## src/rtl/irq_stat_pkg.sv

```systemverilog
package irq_stat_pkg;

    // Per-bit status state
    typedef enum logic {
        ST_IDLE = 1'b0,
        ST_PEND = 1'b1
    } bit_state_e;

    // Bit positions the host driver decodes
    localparam int unsigned BIT_ADDR_REQ = 0;
    localparam int unsigned BIT_SHUT_ACK = 1;

endpackage

```

## src/rtl/irq_stat_bit.sv

```systemverilog
module irq_stat_bit
    import irq_stat_pkg::*;
(
    input  logic clk,
    input  logic rst_n,
    input  logic evt,
    input  logic rd,
    output logic pending
);

    bit_state_e state_q;
    bit_state_e state_d;

    // State register
    always_ff @(posedge clk or negedge rst_n) begin
        if (!rst_n) begin
            state_q <= ST_IDLE;
        end else begin
            state_q <= state_d;
        end
    end

    // Transitions: an event always wins over a coinciding read
    always_comb begin
        state_d = state_q;
        unique case (state_q)
            ST_IDLE: begin
                if (evt) begin
                    state_d = ST_PEND;
                end
            end
            ST_PEND: begin
                if (rd && !evt) begin
                    state_d = ST_IDLE;
                end
            end
            default: state_d = ST_IDLE;
        endcase
    end

    // Output process
    always_comb begin
        unique case (state_q)
            ST_PEND: pending = 1'b1;
            default: pending = 1'b0;
        endcase
    end

endmodule

```

## src/rtl/irq_stat_rdport.sv

```systemverilog
module irq_stat_rdport #(
    parameter int unsigned NUM_SRC = 2,
    parameter int unsigned DATA_W  = 32
) (
    input  logic               clk,
    input  logic               rst_n,
    input  logic               rd,
    input  logic [NUM_SRC-1:0] status,
    output logic [DATA_W-1:0]  rd_data
);

    localparam int unsigned PAD_W = DATA_W - NUM_SRC;

    logic [DATA_W-1:0] rd_data_q;

    always_ff @(posedge clk or negedge rst_n) begin
        if (!rst_n) begin
            rd_data_q <= '0;
        end else if (rd) begin
            rd_data_q <= {{PAD_W{1'b0}}, status};
        end
    end

    assign rd_data = rd_data_q;

endmodule

```

## src/rtl/irq_stat_reg.sv

```systemverilog
module irq_stat_reg #(
    parameter int unsigned NUM_SRC = 2,
    parameter int unsigned DATA_W  = 32
) (
    input  logic               clk,
    input  logic               rst_n,
    input  logic [NUM_SRC-1:0] evt_pulse,
    input  logic               rd_stb,
    input  logic               wr_en,
    input  logic [DATA_W-1:0]  wr_data,
    output logic [DATA_W-1:0]  rd_data,
    output logic               irq
);

    logic [NUM_SRC-1:0] status;

    // The register is read-only; host writes are discarded
    logic unused_wr;
    assign unused_wr = ^{wr_en, wr_data};

    for (genvar i = 0; i < NUM_SRC; i++) begin : g_bit
        irq_stat_bit u_bit (
            .clk     (clk),
            .rst_n   (rst_n),
            .evt     (evt_pulse[i]),
            .rd      (rd_stb),
            .pending (status[i])
        );
    end

    irq_stat_rdport #(
        .NUM_SRC (NUM_SRC),
        .DATA_W  (DATA_W)
    ) u_rdport (
        .clk     (clk),
        .rst_n   (rst_n),
        .rd      (rd_stb),
        .status  (status),
        .rd_data (rd_data)
    );

    assign irq = |status;

endmodule

```

## config.mk

```make
export PLATFORM = sky130hd
export DESIGN_NAME = irq_stat_reg
export DESIGN_NICKNAME = d
export VERILOG_FILES = /design/src/rtl/irq_stat_pkg.sv /design/src/rtl/irq_stat_bit.sv /design/src/rtl/irq_stat_rdport.sv /design/src/rtl/irq_stat_reg.sv
export SDC_FILE = /design/constraint.sdc
export NUM_CORES = 1
export LEC_CHECK = 0
export BUFFER_PORTS_ARGS = -buffer_cell sky130_fd_sc_hd__buf_2
export CORE_MARGIN = 2
export CORE_UTILIZATION = 22
export CTS_CLUSTER_SIZE = 30
export DETAILED_ROUTE_END_ITERATION = 8
export HOLD_SLACK_MARGIN = 0.03
export PLACE_DENSITY = 0.76
export SLEW_MARGIN = 20
export SYNTH_ARGS = -nofsm -noshare
export SYNTH_HDL_FRONTEND = slang
export SYNTH_HIERARCHICAL = 1
export SYNTH_SLANG_ARGS = --single-unit
export TNS_END_PERCENT = 5
```

## constraint.sdc

```tcl
create_clock -name clk -period 0.8 [get_ports clk]
set_input_delay 0.08 -clock clk [delete_from_list [all_inputs] [get_ports clk]]
set_output_delay 0.08 -clock clk [all_outputs]
set_load 0.02 [all_outputs]
```

**After elaboration in Yosys (flattened, before gate mapping)**

Index checks and enable logic that the tools add are counted.
W data, S select, Z words.

- Flip-flop bits (word level): 4
- Input bits: 38
- Logic and storage cells: 18

- Multiplexer cells: 8
- Bitwise logic cells: 2
- Reductions and logical operators: 5

Operators by type and width:

| cell | count |
|---|---|
| $mux W1 | 6 |
| $pmux W1 S2 | 2 |
| $logic_and A1 B1 Y1 | 2 |
| $logic_not A1 Y1 | 2 |
| $not A1 Y1 | 2 |
| $reduce_or A2 Y1 | 1 |

**Depth between registers and ports, before layout**

- Word-level depth: 4
- Gate-level depth with buffers: 2
- Mapped depth without buffers: 2

**Hierarchy**

The synthesis kept the hierarchy.

By module, submodules not included:

| module | instances | cells an instance | area an instance (sq um) | seq. area each (sq um) |
|---|---|---|---|---|
| irq_stat_rdport | 1 | 35 | 301.5 | 50.0 |
| irq_stat_bit | 2 | 3 | 36.3 | 25.0 |
| irq_stat_reg | 1 | 1 | 6.3 | 0.0 |

**Worst setup path before layout**

OpenSTA, ideal clock, no wires.

- Kind: register -> register
- Start point: register, netlist name u_rdport/rd_data[0]
- End point: register u_rdport.rd_data_q[0], in the netlist u_rdport/rd_data[0]
- Library setup time: 0.125 ns
- Arrival time: 0.701 ns
- Data required time: 0.675 ns
- Setup slack: -0.026 ns
- Cell stages (with the launch flop): 2
- Clock period less this slack: 0.826 ns
- Cell sequence: dfrtp_1 > mux2_2

RTL lines:

| element | RTL line | RTL |
|---|---|---|
| end signal: assignment | irq_stat_rdport.sv:20 | `rd_data_q <= {{PAD_W{1'b0}}, status};` |
| end: declaration | irq_stat_rdport.sv:14 | `logic [DATA_W-1:0] rd_data_q;` |

**Final worst setup path**

- Start point: register g_bit[0].u_bit.state_q
- End point: output irq

- Cells in the longest elaborated chain, start to end: 2

RTL lines:

| element | RTL line | RTL |
|---|---|---|
| start: declaration | irq_stat_bit.sv:11 | `bit_state_e state_q;` |
| start signal: assignment | irq_stat_bit.sv:19 | `state_q <= state_d;` |
| $mux W1 | irq_stat_bit.sv:43 | `unique case (state_q)` |
| $reduce_or A2 Y1 | irq_stat_reg.sv:42 | `assign irq = \|status;` |
| end: declaration | irq_stat_reg.sv:12 | `output logic irq` |

No other way between the ends.

==> results.ini <==
[yosys]
synth_xor_area_share_pct = 0
synth-compound-area-share_pct = 3.947
synth_area_sq_um = 380.4
netlist.top_cell.by_area = buf_4
ys_ff_latch = 4
synth-adder-area-share_pct = 0
yosys.area_share.simple_pct = 1.645
yosys-mux-area-fraction_pct = 5.921
synth_warnings = 6
synthCells = 42
avgSynthCellArea_sq_um = 9.056
synth_top_family_by_area = buffers and inverters
ys_top_cells_by_area = buf_4 59%, dfrtp_1 26%, mux2_2 5.9%
synth_top_cell_area_share_pct = 59.21
yosysUniqueCellTypes = 7
seq_area_frac_synth_pct = 26.32

[run_status]
violations = negative setup slack
status = finished, violations left

[die]
die_h_um = 45.58
fp-row-count = 15
boundaryPins = 71
initial_utilization_pct = 22.77
die_area_sq_um = 2078
die_x_um = 45.58
fp.coreArea_sq_um = 1670

[sta]
clock_skew_ps = 0.02259
maxSlewViolCount = 0
fin_crit_ps = 1034
fin_ws_ps = -234.1
rsz0062_at_grt = yes
hold_viol = 0
setup_violations = 4
fin_crit_sh_pct = 129.3
max_freq_ghz = 0.9670

[global_routing]
grt_pass1_vias = 127
antenna_found_initial = 0
grt_max_degree = 5
grtUsageTotal_pct = 4.464
gr-total-overflow = 0
grt_first_pass_wirelength_um = 469

[detailed_routing]
routed_wirelength_um = 403
drt_iter0_drc = 0
ant_nets = 0
wire_per_inst_um = 5.597
dr.pass1.iters = 1
routed_via_density = 2.764
vias = 199
drc = 0

[cts]
cts-root-buf = clkbuf_4
clk_path_buf_depth = 2
clk_latency_ps = 230
cts_sinks = 4
path_clk_slew_ps = 30
htreeDepth = 1
cts_tree = done
cts_buffers = 3

[worst_setup_path]
cp_cell_sequence = or2_1, buf_6
path_delay_family = flip-flops
cp_slowest_cell = dfrtp_1
worstSetupEndpointType = output port
slowest_delay_ps = 380
worstSetupPathType = flop to output port
critPathMaxFanout = 3
cp-start-kind = flop
cp.required_ps = 720
crit_arrival_ps = 950
worst-path-buf-inv = 1

[final_layout]
stdcell_count = 72
final_area_sq_um = 401.6
diodes = 0
fin_nets = 95
filler_cell_count = 176
seqCellArea_sq_um = 102.6
drive_above_1_share_pct = 27.27
multi_input_area_sq_um = 156.4
syn2layout_area_growth_pct = 5.592

[placement]
numPortBuffers = 7
gp_congestion = 0.6027
dp_cells = 65
place_area_sq_um = 322.8
hpwlAfterDp_um = 365.6

[power]
p_leak_uw = 0.0002328
power.density_nw_per_um2 = 1743
irDropWorstVdd_mv = 0.3456
total_power_uw = 699.9

[run]
max_cap_viol_count = 0

[min_path]
hold_path.class = input pin to flop

[cells in the mapped netlist (all sizes together)]
cell    n
buf    30
dfrtp   4
a21o    2
inv     2
mux2    2
conb    1
or2     1
[metrics by stage]
stage          hold slack (ps)  util [%]  TNS (ps)  setup WS (ps)
2_1_floorplan           -215.6         -    -26.40         -13.20
3_3_place_gp            -114.9     19.33    -5.567         -5.567
3_5_place_dp            -107.8     19.33    -16.76         -16.76
4_1_cts                  145.1     23.67    -421.6         -250.8
5_1_grt                  144.5     24.04    -461.5         -271.0
6_report                 151.0     24.04    -352.3         -234.1
[cell usage in the layout (no fill, tap or decap), drive strengths merged]
cell type    Yosys  final
or2              1      1
conb             1     30
inv              2      2
mux2             2      2
dlygate4sd3      0      3
a21o             2      2
clkbuf           0      3
dfrtp            4      4
buf             30      8
[kinds of logic after synthesis]
logic type | count (synthesis)
AO/OA/AOI/OAI | 2
buffers and inverters | 32
other | 1
AND/OR/NAND/NOR | 1
flip-flops | 4
multiplexers | 2
[worst paths after layout]
kind | from | to | slack (ps) | cells after the start
hold / removal | rd_stb | u_rdport/rd_data[1] | 150 | 2
max in group asynchronous | rst_n | u_rdport/rd_data[0] | 480 | 2
hold reg to reg | g_bit[0].u_bit/state_q | g_bit[0].u_bit/state_q | 500 | 1
min in group asynchronous | rst_n | g_bit[1].u_bit/state_q | 190 | 2
setup reg to reg | g_bit[1].u_bit/state_q | u_rdport/rd_data[1] | -60 | 2
setup / recovery | g_bit[0].u_bit/state_q | irq | -230 | 2
[state kept, by name, indices dropped and copies added (netlist names)]
register and count:
g_bit.u_bit/state_q 2, u_rdport/rd_data 2
[power by group]
group          internal, uW  switching (uW)  leakage [uW]
Sequential              224            10.3     0.0000416
Combinational          61.6             164      0.000177
Clock                   167            72.5     0.0000138
[layout make-up]
cell class / instances / area share [%]
Multi-Input combinational cell: 35 / 38.94
Inverter: 2 / 1.869
Tap cell: 17 / 5.296
Sequential cell: 4 / 25.55
Timing Repair Buffer: 11 / 22.74
Clock buffer: 3 / 5.607
[what timing repair did]
item / in CTS / in global routing
gates resized for setup: 4 / 2
hold endpoints to repair: 6 / 0
pin swaps: 0 / 0
hold buffers: 3 / 0
setup buffers: 1 / 0
endpoints found under the setup margin: 3 / 4
[routing by layer]
metal / vias up / wire [um] / global-route usage (%)
li1: 95 / - / -
met1: 86 / 102 / 1.667
met2: 18 / 222 / 5.915
met3: 0 / 77 / 5.952
met4: 0 / 0 / 7.059
met5: - / 0 / 0
Power figures use the tool's default switching activity.
